File: src/rtl/rsb_pkg.sv
package rsb_pkg;
  localparam int OP_W = 4;
  localparam int FLAG_W = 4;
  localparam int FZ = 3;
  localparam int FN = 2;
  localparam int FH = 1;
  localparam int FC = 0;

  typedef enum logic [OP_W-1:0] {
    OP_ACC_RLC = 4'd0,
    OP_ACC_RL  = 4'd1,
    OP_ACC_RRC = 4'd2,
    OP_ACC_RR  = 4'd3,
    OP_RLC     = 4'd4,
    OP_RL      = 4'd5,
    OP_RRC     = 4'd6,
    OP_RR      = 4'd7,
    OP_SHL_A   = 4'd8,
    OP_SHR_A   = 4'd9,
    OP_SHR_L   = 4'd10,
    OP_SWAP    = 4'd11,
    OP_BTEST   = 4'd12,
    OP_BSET    = 4'd13,
    OP_BCLR    = 4'd14,
    OP_RSVD    = 4'd15
  } rsb_op_e;

  typedef struct packed {
    logic z;
    logic n;
    logic h;
    logic c;
  } rsb_flags_t;

  function automatic logic is_acc_rot(rsb_op_e op);
    return op inside {OP_ACC_RLC, OP_ACC_RL, OP_ACC_RRC, OP_ACC_RR};
  endfunction

  function automatic logic is_gen_shift(rsb_op_e op);
    return op inside {OP_RLC, OP_RL, OP_RRC, OP_RR, OP_SHL_A, OP_SHR_A, OP_SHR_L};
  endfunction
endpackage

File: src/rtl/rsb_shift.sv
module rsb_shift
  import rsb_pkg::*;
#(
  parameter int W = 8
) (
  input  rsb_op_e        op,
  input  logic [W-1:0]   a,
  input  logic           cin,
  output logic [W-1:0]   y,
  output logic           cout
);
  logic left;
  logic fill;

  always_comb begin
    left = op inside {OP_ACC_RLC, OP_ACC_RL, OP_RLC, OP_RL, OP_SHL_A};
    cout = left ? a[W-1] : a[0];
    unique case (op)
      OP_ACC_RLC, OP_RLC:                  fill = a[W-1];
      OP_ACC_RRC, OP_RRC:                  fill = a[0];
      OP_ACC_RL, OP_RL, OP_ACC_RR, OP_RR:  fill = cin;
      OP_SHR_A:                            fill = a[W-1];
      default:                             fill = 1'b0;
    endcase
    y = left ? {a[W-2:0], fill} : {fill, a[W-1:1]};
  end
endmodule

File: src/rtl/rsb_swap.sv
module rsb_swap #(
  parameter int W = 8
) (
  input  logic [W-1:0] a,
  output logic [W-1:0] y
);
  localparam int HALF = W / 2;

  generate
    if (W % 2 == 0) begin : g_even
      assign y = {a[HALF-1:0], a[W-1:HALF]};
    end else begin : g_odd
      assign y = {a[HALF-1:0], a[W-1:HALF]};
    end
  endgenerate
endmodule

File: src/rtl/rsb_bitop.sv
module rsb_bitop
  import rsb_pkg::*;
#(
  parameter int W = 8,
  localparam int IDX_W = $clog2(W)
) (
  input  rsb_op_e          op,
  input  logic [W-1:0]     a,
  input  logic [IDX_W-1:0] idx,
  output logic [W-1:0]     y,
  output logic             sel_bit
);
  logic [W-1:0] mask;

  genvar gi;
  generate
    for (gi = 0; gi < W; gi++) begin : g_mask
      assign mask[gi] = (idx == IDX_W'(gi));
    end
  endgenerate

  always_comb begin
    sel_bit = |(a & mask);
    unique case (op)
      OP_BSET: y = a | mask;
      OP_BCLR: y = a & ~mask;
      default: y = a;
    endcase
  end
endmodule

File: src/rtl/rsb_unit.sv
module rsb_unit
  import rsb_pkg::*;
#(
  parameter int W = 8,
  localparam int IDX_W = $clog2(W)
) (
  input  logic [OP_W-1:0]   op_i,
  input  logic [W-1:0]      operand_i,
  input  logic [IDX_W-1:0]  bit_sel_i,
  input  logic [FLAG_W-1:0] flags_i,
  output logic [W-1:0]      result_o,
  output logic              wr_en_o,
  output logic [FLAG_W-1:0] flags_o
);
  rsb_op_e    op;
  rsb_flags_t fin;
  rsb_flags_t fout;
  logic [W-1:0] sh_y, sw_y, bt_y;
  logic         sh_c, bt_bit;

  assign op  = rsb_op_e'(op_i);
  assign fin = rsb_flags_t'(flags_i);

  rsb_shift #(.W(W)) u_shift (
    .op(op), .a(operand_i), .cin(fin.c), .y(sh_y), .cout(sh_c)
  );

  rsb_swap #(.W(W)) u_swap (
    .a(operand_i), .y(sw_y)
  );

  rsb_bitop #(.W(W)) u_bitop (
    .op(op), .a(operand_i), .idx(bit_sel_i), .y(bt_y), .sel_bit(bt_bit)
  );

  always_comb begin
    result_o = operand_i;
    wr_en_o  = 1'b0;
    fout     = fin;
    if (is_acc_rot(op)) begin
      result_o = sh_y;
      wr_en_o  = 1'b1;
      fout     = '{z: 1'b0, n: 1'b0, h: 1'b0, c: sh_c};
    end else if (is_gen_shift(op)) begin
      result_o = sh_y;
      wr_en_o  = 1'b1;
      fout     = '{z: (sh_y == '0), n: 1'b0, h: 1'b0, c: sh_c};
    end else begin
      unique case (op)
        OP_SWAP: begin
          result_o = sw_y;
          wr_en_o  = 1'b1;
          fout     = '{z: (sw_y == '0), n: 1'b0, h: 1'b0, c: 1'b0};
        end
        OP_BTEST: begin
          fout = '{z: ~bt_bit, n: 1'b0, h: 1'b1, c: fin.c};
        end
        OP_BSET, OP_BCLR: begin
          result_o = bt_y;
          wr_en_o  = 1'b1;
        end
        default: ;
      endcase
    end
    flags_o = fout;
  end
endmodule

File: config.mk
export PLATFORM = sky130hd
export DESIGN_NAME = rsb_unit
export DESIGN_NICKNAME = d
export VERILOG_FILES = /design/src/rtl/rsb_pkg.sv /design/src/rtl/rsb_shift.sv /design/src/rtl/rsb_swap.sv /design/src/rtl/rsb_bitop.sv /design/src/rtl/rsb_unit.sv
export SDC_FILE = /design/constraint.sdc
export NUM_CORES = 1
export LEC_CHECK = 0
export ABC_AREA = 1
export BUFFER_PORTS_ARGS = -buffer_cell sky130_fd_sc_hd__buf_4
export CORE_MARGIN = 1.5
export CORE_UTILIZATION = 40
export DETAILED_ROUTE_END_ITERATION = 6
export PLACE_DENSITY = 0.66
export SYNTH_ARGS = -nofsm -noshare
export SYNTH_HDL_FRONTEND = slang
export SYNTH_SLANG_ARGS = --single-unit
File: constraint.sdc
create_clock -name vclk -period 1.1
set_input_delay 0.165 -clock vclk [all_inputs]
set_output_delay 0.165 -clock vclk [all_outputs]
set_load 0.01 [all_outputs]
# ---- After elaboration in Yosys (flattened, before gate mapping)
# Index checks and enable logic that the tools add are counted.
dict set report word_totals {
  ramBits 0
  memories 0
  romBits 0
  reg_bits 0
  latch_bits 0
  wordCells 52
}
dict set report classes {
  n_eq_ne 21
  n_mux 13
  bitwise_logic 5
  reduce_logical 13
  add_sub_neg 0
  shift 0
  div 0
  mul 0
  order_cmp 0
}
# cell count
set ops {}
lappend ops {{8-bit case mux with 2 select lines} 2}
lappend ops {{4-bit == test, second input constant} 7}
lappend ops {{8-bit 2-to-1 mux} 3}
lappend ops {{8-bit AND} 2}
lappend ops {{4-bit by 3-bit == test with 1-bit output, second input constant} 4}
lappend ops {{8-bit logical NOT} 2}
lappend ops {{3-bit == test, second input constant} 4}
lappend ops {{4-bit by 2-bit == test with 1-bit output, second input constant} 2}
lappend ops {{4-bit 2-to-1 mux} 2}
lappend ops {{8-bit inverter} 1}
lappend ops {{8-bit bitwise OR} 1}
lappend ops {{4-bit case mux with 2 select lines} 1}
lappend ops {{8-bit OR reduction} 1}
lappend ops {{7-bit nonzero test} 1}
lappend ops {{3-bit by 2-bit == test with 1-bit output, second input constant} 2}
lappend ops {{3-bit OR reduction} 2}
lappend ops {{5-bit nonzero test} 1}
lappend ops {{4-bit by 1-bit == test with 1-bit output, second input constant} 1}
lappend ops {{4-bit logical NOT} 1}
lappend ops {{1-bit 2-to-1 mux} 4}
lappend ops {{4-bit nonzero test} 1}
lappend ops {{2-bit OR reduction} 2}
lappend ops {{4-bit OR reduction} 1}
lappend ops {{3-bit by 1-bit == test with 1-bit output, second input constant} 1}
lappend ops {{3 further kinds} 3}

# ---- Longest topological paths before layout
dict set report logic_depth {
  ltp_word 7
  ltp_mapped 11
}

# ---- Modules after synthesis
# A second synthesis with hierarchy kept.
dict set report unflattened {
  cells_unflattened 229
  hier_area_um2 1149.9
}
# mod seq_area_each_um2 area_each_um2 cells_each n_inst
set by_module_without_submodules {}
lappend by_module_without_submodules {rsb_unit 0.0 578.1 119 1}
lappend by_module_without_submodules {rsb_bitop 0.0 326.6 59 1}
lappend by_module_without_submodules {rsb_shift 0.0 185.2 43 1}
lappend by_module_without_submodules {rsb_swap 0.0 60.1 8 1}

# ---- Worst setup path before layout
# Ideal clock, no wire load.
dict set report synth_path {
  kind {input port to output port}
  startpoint {in op_i[2]}
  endpoint {out result_o[1]}
  cell_stages 6
  path_slack_ns -0.119
  path_buffers 1
  arrival_time_ns 1.054
  path_cell_list {inv_1 > nand4_1 > buf_4 > o21ai_0 > inv_1 > a21oi_1}
}
dict set report synth_between {
  elab_chain_cells 5
}
# element line
set synth_rtl {}
lappend synth_rtl {{start, declared} rsb_unit.sv:7} ;# input logic [OP_W-1:0] op_i,
lappend synth_rtl {{4-bit == test (tied with other cells)} {rsb_bitop.sv:24, rsb_unit.sv:49}}
lappend synth_rtl {{8-bit case mux with 2 select lines (tied with other cells)} rsb_bitop.sv:24} ;# unique case (op)
lappend synth_rtl {{8-bit case mux with 2 select lines or 8-bit 2-to-1 mux (tied branches)} {rsb_unit.sv:49, rsb_shift.sv:25}}
lappend synth_rtl {{8-bit 2-to-1 mux} rsb_unit.sv:44} ;# end else if (is_gen_shift(op)) begin
lappend synth_rtl {{8-bit 2-to-1 mux (*)} rsb_unit.sv:40} ;# if (is_acc_rot(op)) begin
lappend synth_rtl {{end, declared} rsb_unit.sv:11} ;# output logic [W-1:0] result_o,
# Every way passes the cells marked *; elsewhere a longest branch is shown, timed or not.

# ---- Worst setup path after layout
dict set report layout_path {
  startpoint {in op_i[1]}
  endpoint {out flags_o[3]}
}
dict set report layout_between {
  elab_chain_cells 7
}
# element line
set layout_rtl {}
lappend layout_rtl {{4-bit by 1-bit == test with 1-bit output (tied with other cells)} {rsb_pkg.sv:36, rsb_shift.sv:16, rsb_shift.sv:18}}
lappend layout_rtl {{4-bit OR reduction (tied with other cells)} rsb_shift.sv:18} ;# unique case (op)
lappend layout_rtl {{1-bit case mux with 3 select lines} rsb_shift.sv:18}
lappend layout_rtl {{8-bit 2-to-1 mux} rsb_shift.sv:25} ;# y = left ? {a[W-2:0], fill} : {fill, a[W-1:1]};
lappend layout_rtl {{8-bit logical NOT} rsb_unit.sv:47} ;# fout = '{z: (sh_y == '0), n: 1'b0, h: 1'b0, c: sh_c};
lappend layout_rtl {{4-bit 2-to-1 mux} rsb_unit.sv:44}
lappend layout_rtl {{4-bit 2-to-1 mux (*)} rsb_unit.sv:40}
lappend layout_rtl {{end, declared} rsb_unit.sv:13} ;# output logic [FLAG_W-1:0] flags_o
# Marks and branches as above.

==> impl_results.md <==
* Post-route design area at 0.00163 sq mm
* Min cycle time layout at 1.52 ns
* # diodes at 0
* CP max stage cell: nor2_4
* Cts hold-fix bufs at 0
* Share of post-route cells with drive strength above 1 at 46.8%
* Row cnt at 16
* Sequential share of the synthesized area at 0%
* Failing checks: setup timing
* Fin. max-slew vios at 0
* Endpoints failing setup at 13
* Startpoint Class: primary input
* Cell taking the most area after synthesis: nand2_1
* Tcrit/Tclk final at 138%
* CP endpoint kind: primary output
* Synthesis-to-layout area growth at 99.2%
* Hold crit path type: primary input to primary output
* Die area at 0.00233 sq mm
* Synth Cell Area at 820 sq um
* Antenna violations before repair at 0
* Yosys cell types at 23
* Vias in the first global route at 1313
* Power Density at 459 mW/mm^2
* Final hold vios at 0
* Dpl hpwl at 2710 um
* Total power at 0.749 mW
* Worst-margin pin slew at 0.347 ns
* Share of the synthesized area in the top cell type at 26.1%
* CP Cell Sequence: buf_12, nor2_4, nand2_8, buf_6, nand3_2, nand2_2, nor2_2, nand2_1, nor2_1, nand2_1, nand2_2, buf_6
* Slew HR at 76.8%
* Worst vdd ir at 0.262 mV
* Pin count of the biggest net entering global routing at 9
* First-pass DRT Iterations at 4
* Nets@finish at 271
* Seq cells at 0
* Net Sw Power at 0.403 mW
* PortBufs at 32
* Setup repair after global routing missed its margin: yes
* Total track usage at 33.4%
* WL final at 3920 um
* Post-synth net total at 199
* Hold_ws at 0.651 ns
* Warning count from the yosys run at 0
* LEAKAGE at 0.881 nW
* Die Span Y at 48.3 um
* Critical Path RT at 0.94 ns
* CP max stage delay at 0.16 ns
* Setup WS post-layout at -0.421 ns
* Top area cells in the synthesized netlist: nand2_1, nor2_1, inv_1, nand3_1, o21ai_0
* Critical Path Fanout Max at 7
* Worst EP arrival at 1.36 ns
* Avg WL per Cell at 14.2 um
* Seq pwr share at 0%
* Setup TNS at -4.89 ns
* GPL Wtd Cong at 0.927
* Mean post-synth cell area at 4.55 sq um
* Sw Share at 53.7%
* Number of max-cap violations at 0
* Initial Util at 42.2%
* Combinational share of power at 100.0%
* CP bufs+invs at 3
* Grt total ovfl at 0
* Post-DP Area at 0.00137 sq mm
* Kind of critical path: primary input to primary output
* DRC violations left at 0
* Via density at 5.48
* Routed Antenna Nets at 0
* Register area at 0 sq um
* Die Wd at 48.3 um
* I/O pins at 32
* Clock share of power at 0%
* Placeable Area at 0.00194 sq mm
* First-pass GRT wire length at 5630 um
* Total number of vias at 1519
* 1st-iter DRT viols at 74
* P_int at 0.347 mW
* Post-Synthesis Cells at 180
* Achievable Freq at 657 MHz
* Place WS at -0.544 ns
* Outcome: finished, violations left
* Clk_buf instances at 0
* CP top delay family: simple AND/OR/NAND/NOR gates
[power by group through the flow]
stage | combinational [mW] | clock, mW | sequential (mW)
after detailed placement | 0.609 | 0 | 0
after CTS | 0.700 | 0 | 0
after global placement | 0.600 | 0 | 0
final | 0.749 | 0 | 0
after global routing | 0.806 | 0 | 0
after floorplan | 0.307 | 0 | 0
[metrics by stage]
stage / util [%] / cells
2_1_floorplan: - / 180
3_3_place_gp: 70.6 / 268
3_5_place_dp: 70.6 / 268
4_1_cts: 81.6 / 276
5_1_grt: 84.1 / 277
6_report: 84.1 / 277
[final timing paths]
| path | startpoint | to | slack (ns) | cells past startpoint |
|---|---|---|---|---|
| min | flags_i[0] | flags_o[0] | 0.65 | 4 |
| max | op_i[1] | flags_o[3] | -0.42 | 12 |
[Yosys cell counts (all sizes together)]
cell,instances
a31oi,1
nand4,5
nand3,16
nor2,32
a21oi,12
nand2,60
a22oi,1
or2,1
a211oi,1
o22ai,3
inv,27
buf,1
and3,1
nor3,2
o21ai,16
a21boi,1
[timing repair]
item	4_1_cts	5_1_grt
setup endpoints to repair	13	13
pin swaps	23	5
resized for setup	47	9
gates cloned	3	0
buffers inserted	5	1
[placed cells by master, fill, tap and decap left out, drive strengths merged]
cell type  instances
o22ai              3
a22oi              1
nand3             16
and3               1
o21ai             16
a211oi             1
a21oi             12
inv               26
buf               69
clkinvlp           1
a31oi              1
nand4              5
a21boi             1
or2                1
nand2             62
nor3               2
nor2              32
[layer usage]
| layer | routed length, um | up-vias | share of wire, % | GRT usage (%) |
|---|---|---|---|---|
| li1 | - | 733 | - | - |
| met1 | 1570 | 684 | 40 | 44.2 |
| met2 | 1960 | 86 | 50 | 61.3 |
| met3 | 308 | 16 | 7.9 | 1.48 |
| met4 | 81 | 0 | 2.1 | 3.24 |
| met5 | 0 | - | 0 | 0 |
[cell type report]
class / instances / area (sq um)
timing repair buffer: 69 / 589
inverter: 27 / 120
multi-input combinational: 154 / 890
tap: 27 / 33.8
fill: 130 / 309
[logic make-up after synthesis]
group / count (synthesis) / share of synthesized area (%)
simple gates: 117 / 62.4
buf+inv: 28 / 13.3
compound gates: 35 / 24.3
Power figures use the tool's default switching activity.
